--- src/rtl/ocPkg.sv ---
package ocPkg;

  typedef enum logic [1:0] {
    MODE_SINGLE = 2'b00,
    MODE_PULSE  = 2'b01,
    MODE_CONT   = 2'b10,
    MODE_RSVD   = 2'b11
  } ocModeT;

  typedef enum logic [2:0] {
    ST_IDLE   = 3'd0,
    ST_SINGLE = 3'd1,
    ST_PULSE1 = 3'd2,
    ST_PULSE2 = 3'd3,
    ST_CONT   = 3'd4
  } ocStateT;

  // Strobes from control to datapath, valid for one edge
  typedef struct packed {
    logic load;       // latch settings, form match time, apply start level
    logic act;        // apply the latched pin action
    logic toggle;     // invert the pin
    logic restore;    // pin back to the saved level
    logic capRestore; // save the current pin level
    logic advance;    // match register += offset
    logic irq;        // raise the interrupt strobe
  } ocStrobeT;

endpackage

--- src/rtl/ocControl.sv ---
module ocControl
  import ocPkg::*;
(
  input  logic       clk,
  input  logic       rstN,
  input  logic       start,
  input  logic [1:0] mode,
  input  logic       hit,
  output ocStrobeT   strb
);

  ocStateT state, stateNext;
  logic    startOk;

  assign startOk = start && (mode != MODE_RSVD);

  always_comb begin
    strb      = '0;
    stateNext = state;
    if (startOk) begin
      strb.load = 1'b1;
      unique case (ocModeT'(mode))
        MODE_SINGLE: stateNext = ST_SINGLE;
        MODE_PULSE:  stateNext = ST_PULSE1;
        default:     stateNext = ST_CONT;
      endcase
    end else if (hit) begin
      unique case (state)
        ST_SINGLE: begin
          strb.act  = 1'b1;
          strb.irq  = 1'b1;
          stateNext = ST_IDLE;
        end
        ST_PULSE1: begin
          strb.act        = 1'b1;
          strb.capRestore = 1'b1;
          strb.advance    = 1'b1;
          strb.irq        = 1'b1;
          stateNext       = ST_PULSE2;
        end
        ST_PULSE2: begin
          strb.restore = 1'b1;
          strb.irq     = 1'b1;
          stateNext    = ST_IDLE;
        end
        ST_CONT: begin
          strb.toggle  = 1'b1;
          strb.advance = 1'b1;
          strb.irq     = 1'b1;
        end
        default: ;
      endcase
    end
  end

  always_ff @(posedge clk or negedge rstN) begin
    if (!rstN) state <= ST_IDLE;
    else       state <= stateNext;
  end

  AST_PULSE_ORDER: assert property (@(posedge clk) disable iff (!rstN)
    (state == ST_PULSE2) |-> ($past(state) == ST_PULSE1 || $past(state) == ST_PULSE2));

  AST_RSVD_IGNORED: assert property (@(posedge clk) disable iff (!rstN)
    (start && mode == 2'b11 && state == ST_IDLE) |=> (state == ST_IDLE));

  AST_START_ARMS: assert property (@(posedge clk) disable iff (!rstN)
    (start && mode != 2'b11) |=> (state != ST_IDLE));

endmodule

--- src/rtl/ocDatapath.sv ---
module ocDatapath
  import ocPkg::*;
#(
  parameter int TIME_W = 16
) (
  input  logic              clk,
  input  logic              rstN,
  input  logic [TIME_W-1:0] timeBaseA,
  input  logic [TIME_W-1:0] timeBaseB,
  input  logic [TIME_W-1:0] refTime,
  input  logic [TIME_W-1:0] offset,
  input  logic              baseSel,
  input  logic [1:0]        pinAct,
  input  logic [1:0]        pinState,
  input  ocStrobeT          strb,
  output logic              hit,
  output logic              pinOut,
  output logic              matchIrq
);

  logic [TIME_W-1:0] matchReg;
  logic [TIME_W-1:0] cfgOffset;
  logic              cfgSel;
  logic [1:0]        cfgAct;
  logic              pinReg;
  logic              restoreLvl;
  logic              irqReg;
  logic [TIME_W-1:0] selBase;

  assign selBase = cfgSel ? timeBaseB : timeBaseA;
  assign hit     = (selBase == matchReg);

  always_ff @(posedge clk or negedge rstN) begin
    if (!rstN) begin
      matchReg  <= '0;
      cfgOffset <= '0;
      cfgSel    <= 1'b0;
      cfgAct    <= 2'b00;
    end else if (strb.load) begin
      matchReg  <= refTime + offset;
      cfgOffset <= offset;
      cfgSel    <= baseSel;
      cfgAct    <= pinAct;
    end else if (strb.advance) begin
      matchReg  <= matchReg + cfgOffset;
    end
  end

  always_ff @(posedge clk or negedge rstN) begin
    if (!rstN) begin
      pinReg     <= 1'b0;
      restoreLvl <= 1'b0;
      irqReg     <= 1'b0;
    end else begin
      irqReg <= strb.irq;
      if (strb.capRestore) restoreLvl <= pinReg;
      if (strb.load) begin
        if (pinState == 2'b01)      pinReg <= 1'b1;
        else if (pinState == 2'b10) pinReg <= 1'b0;
      end else if (strb.act) begin
        unique case (cfgAct)
          2'b01:   pinReg <= 1'b1;
          2'b10:   pinReg <= 1'b0;
          2'b11:   pinReg <= ~pinReg;
          default: ;
        endcase
      end else if (strb.toggle) begin
        pinReg <= ~pinReg;
      end else if (strb.restore) begin
        pinReg <= restoreLvl;
      end
    end
  end

  assign pinOut   = pinReg;
  assign matchIrq = irqReg;

  AST_PIN_CAUSED: assert property (@(posedge clk) disable iff (!rstN)
    (pinReg != $past(pinReg)) |-> $past(strb.load || strb.act || strb.toggle || strb.restore));

  AST_TOGGLE_FLIPS: assert property (@(posedge clk) disable iff (!rstN)
    strb.toggle |=> (pinReg != $past(pinReg)));

  AST_IRQ_FROM_HIT: assert property (@(posedge clk) disable iff (!rstN)
    irqReg |-> $past(hit));

endmodule

--- src/rtl/outputCompareChannel.sv ---
module outputCompareChannel
  import ocPkg::*;
#(
  parameter int TIME_W = 16
) (
  input  logic              clk,
  input  logic              rstN,
  input  logic [TIME_W-1:0] timeBaseA,
  input  logic [TIME_W-1:0] timeBaseB,
  input  logic [TIME_W-1:0] refTime,
  input  logic [TIME_W-1:0] offset,
  input  logic [1:0]        mode,
  input  logic              baseSel,
  input  logic [1:0]        pinAct,
  input  logic [1:0]        pinState,
  input  logic              start,
  output logic              pinOut,
  output logic              matchIrq
);

  ocStrobeT strb;
  logic     hit;

  ocControl uCtrl (
    .clk   (clk),
    .rstN  (rstN),
    .start (start),
    .mode  (mode),
    .hit   (hit),
    .strb  (strb)
  );

  ocDatapath #(.TIME_W(TIME_W)) uDp (
    .clk       (clk),
    .rstN      (rstN),
    .timeBaseA (timeBaseA),
    .timeBaseB (timeBaseB),
    .refTime   (refTime),
    .offset    (offset),
    .baseSel   (baseSel),
    .pinAct    (pinAct),
    .pinState  (pinState),
    .strb      (strb),
    .hit       (hit),
    .pinOut    (pinOut),
    .matchIrq  (matchIrq)
  );

endmodule

--- config.mk ---
export PLATFORM = sky130hd
export DESIGN_NAME = outputCompareChannel
export DESIGN_NICKNAME = d
export VERILOG_FILES = /design/src/rtl/ocPkg.sv /design/src/rtl/ocControl.sv /design/src/rtl/ocDatapath.sv /design/src/rtl/outputCompareChannel.sv
export SDC_FILE = /design/constraint.sdc
export NUM_CORES = 1
export LEC_CHECK = 0
export BUFFER_PORTS_ARGS = -buffer_cell sky130_fd_sc_hd__clkbuf_2
export CORE_MARGIN = 3
export CORE_UTILIZATION = 40
export CTS_BUF_LIST = sky130_fd_sc_hd__clkbuf_8
export DETAILED_ROUTE_END_ITERATION = 12
export PLACE_DENSITY_LB_ADDON = 0.08
export SETUP_SLACK_MARGIN = 0.15
export SLEW_MARGIN = 20
export SYNTH_ARGS = -nofsm -noshare
export SYNTH_HDL_FRONTEND = slang
export SYNTH_HIERARCHICAL = 1
export SYNTH_SLANG_ARGS = --single-unit
--- constraint.sdc ---
create_clock -name clk -period 7.9 [get_ports clk]
set_input_delay 0.79 -clock clk [delete_from_list [all_inputs] [get_ports clk]]
set_output_delay 0.79 -clock clk [all_outputs]
set_load 0.01 [all_outputs]
## Word level (Yosys, flattened, before mapping)

Cells that the tools add are included.

| word-level totals | value |
|---|---|
| register bits after elaboration | 41 |
| input port bits | 74 |
| output and inout port bits | 2 |

| operators by class | value |
|---|---|
| $add $sub $neg | 2 |
| eq/ne operators | 14 |
| multiplexer cells | 23 |
| bitwise operators | 1 |
| reductions and logical operators | 12 |

Operators by type and width:

| cell | number |
|---|---|
| $mux W16 | 3 |
| $add A16 B16 Y16 | 2 |
| $eq A16 B16 Y1 | 1 |
| $mux W1 | 13 |
| $mux W6 | 2 |
| $pmux W3 S2 | 2 |
| $eq A2 B1 Y1 const B | 3 |
| $eq A2 B2 Y1 const B | 3 |
| $eq A3 B2 Y1 const B | 2 |
| $mux W3 | 2 |
| $reduce_or A2 Y1 | 3 |
| $ne A5 B1 Y1 const B | 1 |
| $reduce_bool A2 Y1 | 2 |
| $reduce_bool A4 Y1 | 1 |
| $reduce_or A4 Y1 | 1 |
| $eq A3 B1 Y1 const B | 1 |
| $eq A3 B3 Y1 const B | 1 |
| $ne A3 B1 Y1 const B | 1 |
| $pmux W1 S3 | 1 |
| $reduce_and A3 Y1 | 1 |
| $reduce_bool A3 Y1 | 1 |
| $logic_not A2 Y1 | 1 |
| $ne A2 B2 Y1 const B | 1 |
| $reduce_and A2 Y1 | 1 |
| 2 further kinds | 2 |

## Logic depth before layout (Yosys ltp)

Gate-level depths: netlist (run 1).

| logic depth | value |
|---|---|
| word-level depth | 9 |
| mapped depth | 13 |

## Hierarchy

The synthesis (run 1) kept the hierarchy.

By module, submodules not included:

| module | times used | cells each | area each (µm²) |
|---|---|---|---|
| ocDatapath | 1 | 361 | 3325.7 |
| ocControl | 1 | 31 | 260.2 |

## Worst setup path after synthesis (run 1)

Ideal clock, no wire load.

| timing | value |
|---|---|
| kind | flip-flop to flip-flop |
| from | reg uDp.cfgSel |
| to | reg uDp.matchReg[8] |
| arrival | 3.331 ns |
| data required time | 7.834 ns |
| slack | 4.503 ns |
| cell stages (with the launch flop) | 13 |
| path buffers | 3 |
| clock period less this slack | 3.397 ns |
| path through | dfrtp_1 clkbuf_1 buf_2 mux2i_1 xor2_1 nand4_1 nor4_1 nand2b_4 a211oi_1 buf_1 nand2_1 mux2_2 nand2_1 |

RTL lines:

| what | line | source |
|---|---|---|
| start, declared | ocDatapath.sv:23 | `logic cfgSel;` |
| start signal, assigned | ocDatapath.sv:42 | `cfgSel <= baseSel;` |
| end signal, assigned | ocDatapath.sv:40 | `matchReg <= refTime + offset;` |
| end signal, assigned | ocDatapath.sv:45 | `matchReg <= matchReg + cfgOffset;` |
| end, declared | ocDatapath.sv:21 | `logic [TIME_W-1:0] matchReg;` |

==> results of run 1 <==
where the power goes:
part           switching [W]  internal [W]
Combinational       0.000187      0.000168
Clock              0.0000785     0.0000937
Sequential         0.0000448      0.000243
Total               0.000310      0.000505
kinds of logic after synthesis:
kind of cell / after synthesis / synth area share, %
compound gates: 114 / 20.5
mux: 46 / 13.6
xor+xnor: 36 / 8.79
simple gates: 98 / 13.9
buf+inv: 25 / 3.04
fa+ha+maj: 32 / 11.6
flops: 41 / 28.6
cell usage after synthesis, drive strengths merged, types with 9 or more instances:
master | count | area [um2]
nand2 | 30 | 113
mux2 | 21 | 236
nor2 | 16 | 60.1
nand3 | 11 | 55.1
o21ai | 24 | 120
xor2 | 23 | 201
a21oi | 36 | 180
dfrtp | 41 | 1030
ha | 30 | 375
nor3 | 9 | 45.0
a211oi | 10 | 75.1
inv | 10 | 37.5
xnor2 | 13 | 114
mux2i | 25 | 250
worst reg2reg max path: cells and delay by family (launching register included):
family          cells  cell delay, ns
flops               1            0.86
simple gates        6            1.64
buf+inv             1            0.26
compound gates      2            0.39
mux                 1            0.31
xor+xnor            1            0.18
sequential cells by signal, indices dropped and copies added (netlist names):
signal,count
uDp/matchIrq,1
uDp/cfgAct,2
uCtrl/state,3
uDp/cfgSel,1
uDp/matchReg,16
uDp/cfgOffset,16
uDp/restoreLvl,1
uDp/pinOut,1
metal layers:
metal,share of wire [%],track usage (%),vias up
li1,-,-,1599
met1,51,26.8,1426
met2,42,27.2,92
met3,5.8,2.91,11
met4,1.2,5.08,0
met5,0,0,-
path summary, 6_finish.rpt:
| path | endpoint | from | cells after the start |
|---|---|---|---|
| worst max-delay path | uDp/matchReg[15] | uDp/cfgSel | 11 |
| worst min-delay path | uDp/restoreLvl | uDp/restoreLvl | 1 |
| worst max register to register | uDp/matchReg[15] | uDp/cfgSel | 11 |
| worst min register to register | uDp/restoreLvl | uDp/restoreLvl | 1 |
| max in group asynchronous | uDp/matchReg[13] | rstN | 2 |
| min in group asynchronous | uDp/cfgOffset[0] | rstN | 2 |
area by class of cell:
class                           count  area (um2)  area share, %
Clock buffer                        5        68.8           1.65
Sequential cell                    41        1030           24.6
Tap cell                          105         131           3.15
Clock inverter                      3        42.5           1.02
Inverter                           10        37.5          0.899
Timing Repair Buffer               78         398           9.53
Multi-Input combinational cell    326        2470           59.2
per-stage QoR:
step | cell area, um2 | hold slack (ns)
2_1_floorplan | 3590 | 0.481
3_3_place_gp | 4060 | 0.492
3_5_place_dp | 4060 | 0.499
4_1_cts | 4170 | 0.522
5_1_grt | 4170 | 0.542
6_report | 4170 | 0.515
==> results.toml, run 1 <==
[yosys]
syn_nets = 498
synth-async-reset-ratio_pct = 100
most_common_flop_cell_mapped_by_yosys = "sky130_fd_sc_hd__dfrtp_1"
post_synth.cell_area_avg_um2 = 9.15
post_synth_inst_count = 392
yosys_warnings = 6
synth-seq-cells = 41
syn-cell-area_um2 = 3590
yosysSeqAreaShare_pct = 28.6
synth_edf_count = 0
synth_cell_type_count = 57

[placed_design]
post-place-ws_ns = 3.89
post-dp-hpwl_mm = 6.97
gpl.final_weighted_congestion = 0.848
dp.cells = 560
io_buffer_count = 75

[floorplanning]
initial_core_utilization_pct = 42.4
dieWidth_um = 101
fp-row-count = 33
fp.dieArea_um2 = 10100
i_o_pin_count = 76
floorplan.core_area_um2 = 8460
die_y_um = 101

[grt]
total_gr_overflow = 0
grt_pass1_vias = 3069
global_route.usage.total_pct = 18.1
grt_pass1_wl_mm = 14.6
number_of_antenna_violations_at_the_first_check_in_global_routing = 0
grt_start_max_net_pins = 54

[routing]
antenna_left = 0
detail_route.first_pass.iterations = 4
via_count = 3128
drtIter0Drc = 102
drt_drc_violations_left = 0
detail_route.wl_per_cell_um = 15.7
route.final.wire_length_mm = 8.94
route.detailed.vias_per_inst = 5.51

[critical_path]
path_buf_inv = 1
crit_path_top_delay_cell = "sky130_fd_sc_hd__dfrtp_1"
rrSetupSlack_ns = 4.17
timing.critical_path.cells = "mux2i_1 -> xor2_1 -> nand4_1 -> nor4_2 -> nand2b_4 -> a211oi_2 -> buf_4 -> nor2b_1 -> nand3_1 -> o221ai_1 -> nor3_1"
path_delay_family = "simple AND/OR/NAND/NOR gates"
arrival_time_at_the_worst_endpoint_ns = 3.91
crit_path_max_fanout = 17
critPathLaunchType = "register"
endpoint_class_of_the_critical_path = "register"
critical_path.max_stage_delay_ns = 0.86
category_of_the_most_critical_setup_path = "reg2reg"
critPathRequiredTime_ns = 8.07

[run_status]
outcome = "finished clean"

[finish]
leading_cell_types_in_the_layout_fill_and_taps_excluded = "75 x sky130_fd_sc_hd__clkbuf_2, 41 x sky130_fd_sc_hd__dfrtp_1, 36 x sky130_fd_sc_hd__a21oi_1, 30 x sky130_fd_sc_hd__nand2_1, 30 x sky130_fd_sc_hd__ha_1"
finalNonFillerCells = 568
fraction_of_layout_instances_using_a_drive_strength_above_1_pct = 25.3
layout.filler_cells = 807
util_after_layout_pct = 49.3
nNetsFinal = 568
layout.cells.most_common = "sky130_fd_sc_hd__clkbuf_2"
inserted_diodes = 0
area_growth_syn_to_layout_pct = 16.4

[cts]
cts_tree = "built"
cts.sinks = 41
ctsHoldBuffers = 0
clock_insertion_delay_worst_skew_ns = 0.30
clock-root-buffer = "sky130_fd_sc_hd__clkbuf_8"
ctsHtreeMaxLevel = 2
cts.clk_slew.worst_paths_ns = 0.09
cts-buffers-inserted = 5
cts_resized = 0
cts.repair_timing.setup_buffer_count = 0
cts-root-to-sink-buffers = 2

[timing]
maxSlewViolCount = 0
share_of_the_cycle_needed_by_the_critical_path_after_routing_pct = 47.3
tns_setup_ns = 0
timing.final.ws_setup_ns = 4.17
grt_setup_unrepaired = "false"
setup_viol = 0
fmaxAchievable_mhz = 268
clk_skew_ns = 0.0111
final_hold_viol_count = 0
fin_crit_ns = 3.73
max-slew-margin-rel_pct = 47.7
worstMarginPinSlew_ns = 0.784

[power]
static-leakage-power_nw = 1.93
power_per_cell_area_nw_per_um2 = 195
fin_total_pwr_w = 0.000815
irDropWorstVdd_mv = 0.0744

[job]
max_cap_violations = 0

[worst_hold_path]
holdCritPathClass = "reg2reg"
No activity file was read; power rests on OpenSTA's default activity.
==> run 2: changes to the inputs <==
==> constraint.sdc (replaced) <==
create_clock -name clk -period 3.72 [get_ports clk]
set_input_delay 0.372 -clock clk [delete_from_list [all_inputs] [get_ports clk]]
set_output_delay 0.372 -clock clk [all_outputs]
set_load 0.01 [all_outputs]
==> run 2 against run 1 <==
Routed wire length is 4.6% higher. Power rose by 110%. Critical path depth up 1. Clock-buffer cell count stayed put. Worst hold slack got worse by 0.37 ns. Clock power up 110%. Combinational power is 120% higher. Largest cell class unchanged. First-iteration DRC count is 43% higher. Cell count increased by 0.53%. Critical endpoint is now uDp/matchReg[11]. Register-to-register slack got worse by 3.4 ns. Non-clock buffer count is 3 higher. Cell area up 0.39%.
==> results.toml, run 2 (same netlist as run 1, synthesis figures left out) <==
[run_status]
outcome = "finished clean"

[cts]
cts_tree = "built"
clock-root-buffer = "sky130_fd_sc_hd__clkbuf_8"
ctsHtreeMaxLevel = 2
ctsHoldBuffers = 0
cts-buffers-inserted = 5
cts-root-to-sink-buffers = 2
cts.sinks = 41
cts.clk_slew.worst_paths_ns = 0.09
clock_insertion_delay_worst_skew_ns = 0.30
cts_resized = 0
cts.repair_timing.setup_buffer_count = 0

[critical_path]
critPathLaunchType = "register"
path_delay_family = "simple AND/OR/NAND/NOR gates"
launching_point_of_the_worst_reg2reg_path = "uDp/cfgSel"
arrival_time_at_the_worst_endpoint_ns = 3.16
critical_path.startpoint = "uDp/cfgSel"
rrSetupSlack_ns = 0.77
critPathRequiredTime_ns = 3.93
critical_path_cell_count = 12
timing.critical_path.cells = "buf_4 -> mux2i_1 -> xor2_1 -> nand4_1 -> nor4_1 -> buf_4 -> nand2b_4 -> a211oi_2 -> nor2b_1 -> buf_4 -> inv_1 -> o211ai_1"
critPathMostFrequentCell = "sky130_fd_sc_hd__buf_4"
critPathCapture = "uDp/matchReg[11]"
crit_path_max_fanout = 16
endpoint_class_of_the_critical_path = "register"
timing.rr.end = "uDp/matchReg[11]"
rr_worst_depth = 12
path_buf_inv = 4
category_of_the_most_critical_setup_path = "reg2reg"
crit_path_top_delay_cell = "sky130_fd_sc_hd__nor2b_1"
critical_path.max_stage_delay_ns = 0.38

[power]
static-leakage-power_nw = 1.95
sw_frac_of_total_pct = 38.4
irDropWorstVdd_mv = 0.159
power.combinational.fraction_pct = 44.3
p_switching_w = 0.000670
power.internal_w = 0.00107
pwr-share-seq_pct = 34.6
power_per_cell_area_nw_per_um2 = 416
clock_power_share_pct = 21.1

[timing]
setup_viol = 0
fin_crit_ns = 2.95
final_hold_viol_count = 0
fmaxAchievable_mhz = 339
grt_setup_unrepaired = "false"
maxSlewViolCount = 0
tns_setup_ns = 0
share_of_the_cycle_needed_by_the_critical_path_after_routing_pct = 79.4
clk_skew_ns = 0.00963
worstMarginPinSlew_ns = 0.614
max-slew-margin-rel_pct = 59.0
timing.final.ws_setup_ns = 0.766

[finish]
leading_cell_types_in_the_layout_fill_and_taps_excluded = "75 x sky130_fd_sc_hd__clkbuf_2, 41 x sky130_fd_sc_hd__dfrtp_1, 36 x sky130_fd_sc_hd__a21oi_1, 30 x sky130_fd_sc_hd__nand2_1, 30 x sky130_fd_sc_hd__ha_1"
fraction_of_layout_instances_using_a_drive_strength_above_1_pct = 25.5
layout_top_registers = "uDp/cfgOffset x16, uDp/matchReg x16, uCtrl/state x3"
area_growth_syn_to_layout_pct = 16.9
nNetsFinal = 571
layout.cells.most_common = "sky130_fd_sc_hd__clkbuf_2"
inserted_diodes = 0

[grt]
use_met2_pct = 29.3
grt_start_max_net_pins = 42
grt_pass1_vias = 3104
grt_util_met1_pct = 28.1
global_route.usage.total_pct = 19.0
grt_util_met3_pct = 2.77
number_of_antenna_violations_at_the_first_check_in_global_routing = 0
total_gr_overflow = 0
gr-max-usage-layer = "met2"
grt_pass1_wl_mm = 15.3

[floorplanning]
dieWidth_um = 101
initial_core_utilization_pct = 42.4
fp-row-count = 33
i_o_pin_count = 76
fp.dieArea_um2 = 10100
floorplan.core_area_um2 = 8460
die_y_um = 101

[routing]
route.final.wire_length_mm = 9.35
detail_route.first_pass.iterations = 4
drtIter0Drc = 146
detail_route.wl_per_cell_um = 16.4
route.detailed.vias_per_inst = 5.58
via_count = 3188
antenna_left = 0
drt_drc_violations_left = 0

[placed_design]
io_buffer_count = 75
post-place-ws_ns = 0.793
post-dp-hpwl_mm = 7.45
gpl.final_weighted_congestion = 0.892

[worst_hold_path]
holdCritPathClass = "in2async"

[job]
max_cap_violations = 0
## run 2: changes by cell type in the layout (fill, tap and decap cells not counted), sizes merged
cell and change:
buf +3
## run 2: metrics by stage
stage	util, %	total power [W]	instance area [um2]	hold WS, ns	instances
global route	49.5	0.00189	4190	0.178	571
CTS	49.5	0.00176	4190	0.166	571
floorplan	-	0.00117	3590	0.0764	392
detailed placement	48.2	0.00138	4080	0.497	563
finish	49.5	0.00174	4190	0.148	571
global placement	48.2	0.00137	4080	0.489	563
## run 2: final cells by class
class	instances	area, um2
sequential	41	1030
clock buffer	5	68.8
multi-input combinational	326	2460
clock inverter	3	42.5
tap	105	131
inverter	10	37.5
timing repair buffer	81	420
fill	828	4270
## run 2: metal layers
layer	part of all wire (%)	vias to the layer above
met5	0	-
met4	0.77	0
met3	4.4	7
met2	43	80
met1	52	1498
li1	-	1603
## run 2: worst min path at each step
stage / from / to / slack (ns)
finish: rstN / uDp/cfgOffset[1] / 0.15
detailed placement: rstN / uDp/cfgOffset[0] / 0.50
global route: rstN / uDp/cfgOffset[1] / 0.18
global placement: rstN / uDp/cfgOffset[0] / 0.49
floorplan: rstN / uCtrl/state[0] / 0.08
CTS: rstN / uDp/cfgOffset[0] / 0.17
## run 2: power by group through the flow
stage / clock network, W / registers [W] / logic [W]
final: 0.000368 / 0.000604 / 0.000772
after global routing: 0.000399 / 0.000614 / 0.000876
after CTS: 0.000385 / 0.000604 / 0.000768
after detailed placement: 0 / 0.000613 / 0.000762
after global placement: 0 / 0.000610 / 0.000755
after floorplan: 0 / 0.000575 / 0.000598
==> run 3: changes to the inputs <==
==> constraint.sdc (replaced) <==
create_clock -name clk -period 2.4 [get_ports clk]
set_input_delay 0.24 -clock clk [delete_from_list [all_inputs] [get_ports clk]]
set_output_delay 0.24 -clock clk [all_outputs]
set_load 0.01 [all_outputs]
==> run 3 against run 2 <==
The flow now finishes with violations (negative setup slack). Routed wire length fell by 0.81%. Core utilization is 2.4 points higher. Highest routed layer unchanged. Clock-buffer cell count up 1. Critical path depth rose by 2. Cell area up 4.9%. Sequential power up 53%. Clock skew is 0.0012 ns lower. Largest power group unchanged. Flip-flop and latch count stayed put.
==> results.toml, run 3 (same netlist as run 1, synthesis figures left out) <==
[cts]
cts-buffers-inserted = 5
ctsHoldBuffers = 0
cts-root-to-sink-buffers = 2
cts.sinks = 41
cts.clk_slew.worst_paths_ns = 0.09
clock-root-buffer = "sky130_fd_sc_hd__clkbuf_8"
ctsHtreeMaxLevel = 2
cts_tree = "built"
clock_insertion_delay_worst_skew_ns = 0.30

[critical_path]
timing.critical_path.cells = "buf_4 -> mux2i_2 -> xor2_1 -> nand4_1 -> nor4_4 -> buf_4 -> nand2b_4 -> a211oi_4 -> buf_6 -> nor2b_1 -> buf_4 -> nand3_1 -> o221ai_1 -> nor3_1"
arrival_time_at_the_worst_endpoint_ns = 2.88
rr_worst_depth = 14
critPathLaunchType = "register"
crit_path_top_delay_cell = "sky130_fd_sc_hd__dfrtp_1"
crit_path_max_fanout = 6
critical_path.max_stage_delay_ns = 0.37
category_of_the_most_critical_setup_path = "reg2reg"
endpoint_class_of_the_critical_path = "register"
critPathRequiredTime_ns = 2.57
critPathMostFrequentCell = "sky130_fd_sc_hd__buf_4"

[finish]
inserted_diodes = 0
area_growth_syn_to_layout_pct = 22.6
multi_input_area_um2 = 2510
postLayoutCellArea_um2 = 4400
finalNonFillerCells = 591
nNetsFinal = 591
layout_top_registers = "uDp/cfgOffset x16, uDp/matchReg x16, uCtrl/state x3"
layout.filler_cells = 807
leading_cell_types_in_the_layout_fill_and_taps_excluded = "75 x sky130_fd_sc_hd__clkbuf_2, 41 x sky130_fd_sc_hd__dfrtp_1, 36 x sky130_fd_sc_hd__a21oi_1, 30 x sky130_fd_sc_hd__nand2_1, 30 x sky130_fd_sc_hd__ha_1"
layout.cells.most_common = "sky130_fd_sc_hd__clkbuf_2"
seq_area_um2 = 1030
fraction_of_layout_instances_using_a_drive_strength_above_1_pct = 29.6
util_after_layout_pct = 51.9

[grt]
grt_pass1_wl_mm = 15.4
number_of_antenna_violations_at_the_first_check_in_global_routing = 0
grt_start_max_net_pins = 32
total_gr_overflow = 0
global_route.usage.total_pct = 19.0
grt_pass1_vias = 3203

[timing]
worstMarginPinSlew_ns = 0.779
maxSlewViolCount = 0
clk_skew_ns = 0.00843
setup_viol = 18
grt_setup_unrepaired = "true"
hold_ws_ns = 0.00603
share_of_the_cycle_needed_by_the_critical_path_after_routing_pct = 113
timing.final.ws_setup_ns = -0.307
final_hold_viol_count = 0
max-slew-margin-rel_pct = 48.1
fin_crit_ns = 2.71
fmaxAchievable_mhz = 369

[floorplanning]
floorplan.core_area_um2 = 8460
dieWidth_um = 101
initial_core_utilization_pct = 42.4
die_y_um = 101
i_o_pin_count = 76
fp-row-count = 33
fp.dieArea_um2 = 10100

[routing]
detail_route.first_pass.iterations = 4
drt_drc_violations_left = 0
detail_route.wl_per_cell_um = 15.7
route.detailed.vias_per_inst = 5.47
antenna_left = 0
route.final.wire_length_mm = 9.28
drtIter0Drc = 179
via_count = 3234

[power]
power_per_cell_area_nw_per_um2 = 628
p_switching_w = 0.00104
pwr-share-seq_pct = 33.5
power.internal_w = 0.00172
sw_frac_of_total_pct = 37.5
clock_power_share_pct = 21.5
fin_total_pwr_w = 0.00276
power.combinational.fraction_pct = 44.9
static-leakage-power_nw = 2.07
irDropWorstVdd_mv = 0.242

[worst_hold_path]
holdCritPathClass = "in2async"

[job]
max_cap_violations = 0

[run_status]
outcome = "finished, violations left"
violations = "negative setup slack"

[placed_design]
dp.cells = 577
gpl.final_weighted_congestion = 0.881
post-dp-hpwl_mm = 7.35
io_buffer_count = 75
placed_cell_area_um2 = 4210
run 3: changes by cell type in the layout (fill, tap and decap cells not counted), sizes merged:
| cell | before | now |
|---|---|---|
| buf | 6 | 26 |
| clkbuf | 80 | 81 |
| clkinv | 1 | 0 |
run 3: final timing paths:
| path | startpoint | end | slack [ns] |
|---|---|---|---|
| setup reg to reg | uDp/cfgSel | uDp/matchReg[15] | -0.31 |
| min in group clk | pinAct[0] | uDp/cfgAct[0] | 0.16 |
| setup / recovery | uDp/cfgSel | uDp/matchReg[15] | -0.31 |
| hold reg to reg | uDp/cfgOffset[0] | uDp/cfgOffset[0] | 0.52 |
| hold / removal | rstN | uDp/cfgOffset[1] | 0.006 |
| max in group asynchronous | rstN | uDp/cfgOffset[5] | 1.77 |
run 3: stage by stage:
step           setup slack (ns)  TNS [ns]
2_1_floorplan            -0.154     -1.08
3_3_place_gp             -0.278     -4.25
3_5_place_dp             -0.355     -5.62
4_1_cts                  -0.273     -3.30
5_1_grt                  -0.474     -6.53
6_report                 -0.307     -3.44
run 3: repair_timing:
item                       4_1_cts  5_1_grt
gates resized for setup          6        1
pin swaps                        2        1
gates cloned                     1        0
setup buffers                    5        0
setup endpoints to repair       19       20
run 3: cell type report:
class	instances	share of cell area [%]
Tap cell	105	2.99
Clock buffer	6	1.88
Timing Repair Buffer	101	13.2
Multi-Input combinational cell	326	57.0
Clock inverter	2	0.768
Inverter	10	0.854
Sequential cell	41	23.3
run 3: per-layer routing:
| layer | vias to the layer above | routed length (um) | GRT usage (%) |
|---|---|---|---|
| li1 | 1638 | - | - |
| met1 | 1503 | 4560 | 27.2 |
| met2 | 88 | 4120 | 30.5 |
| met3 | 5 | 543 | 2.98 |
| met4 | 0 | 57 | 3.42 |
| met5 | - | 0 | 0 |
run 3: critical path: cells and delay by family, from the launching register on:
| kind | cells | cell delay, ns |
|---|---|---|
| buffers and inverters | 4 | 0.64 |
| muxes | 1 | 0.25 |
| xor gates and xnor gates | 1 | 0.18 |
| DFF | 1 | 0.37 |
| AOI/OAI and AO/OA | 2 | 0.34 |
| and+or+nand+nor | 6 | 0.81 |
run 3: power groups by stage:
stage,Sequential [W],Combinational (W),Clock (W)
2_1_floorplan,0.000892,0.000946,0
6_report,0.000926,0.00124,0.000594
4_1_cts,0.000928,0.00124,0.000620
3_3_place_gp,0.000938,0.00121,0
5_1_grt,0.000943,0.00141,0.000648
3_5_place_dp,0.000941,0.00123,0
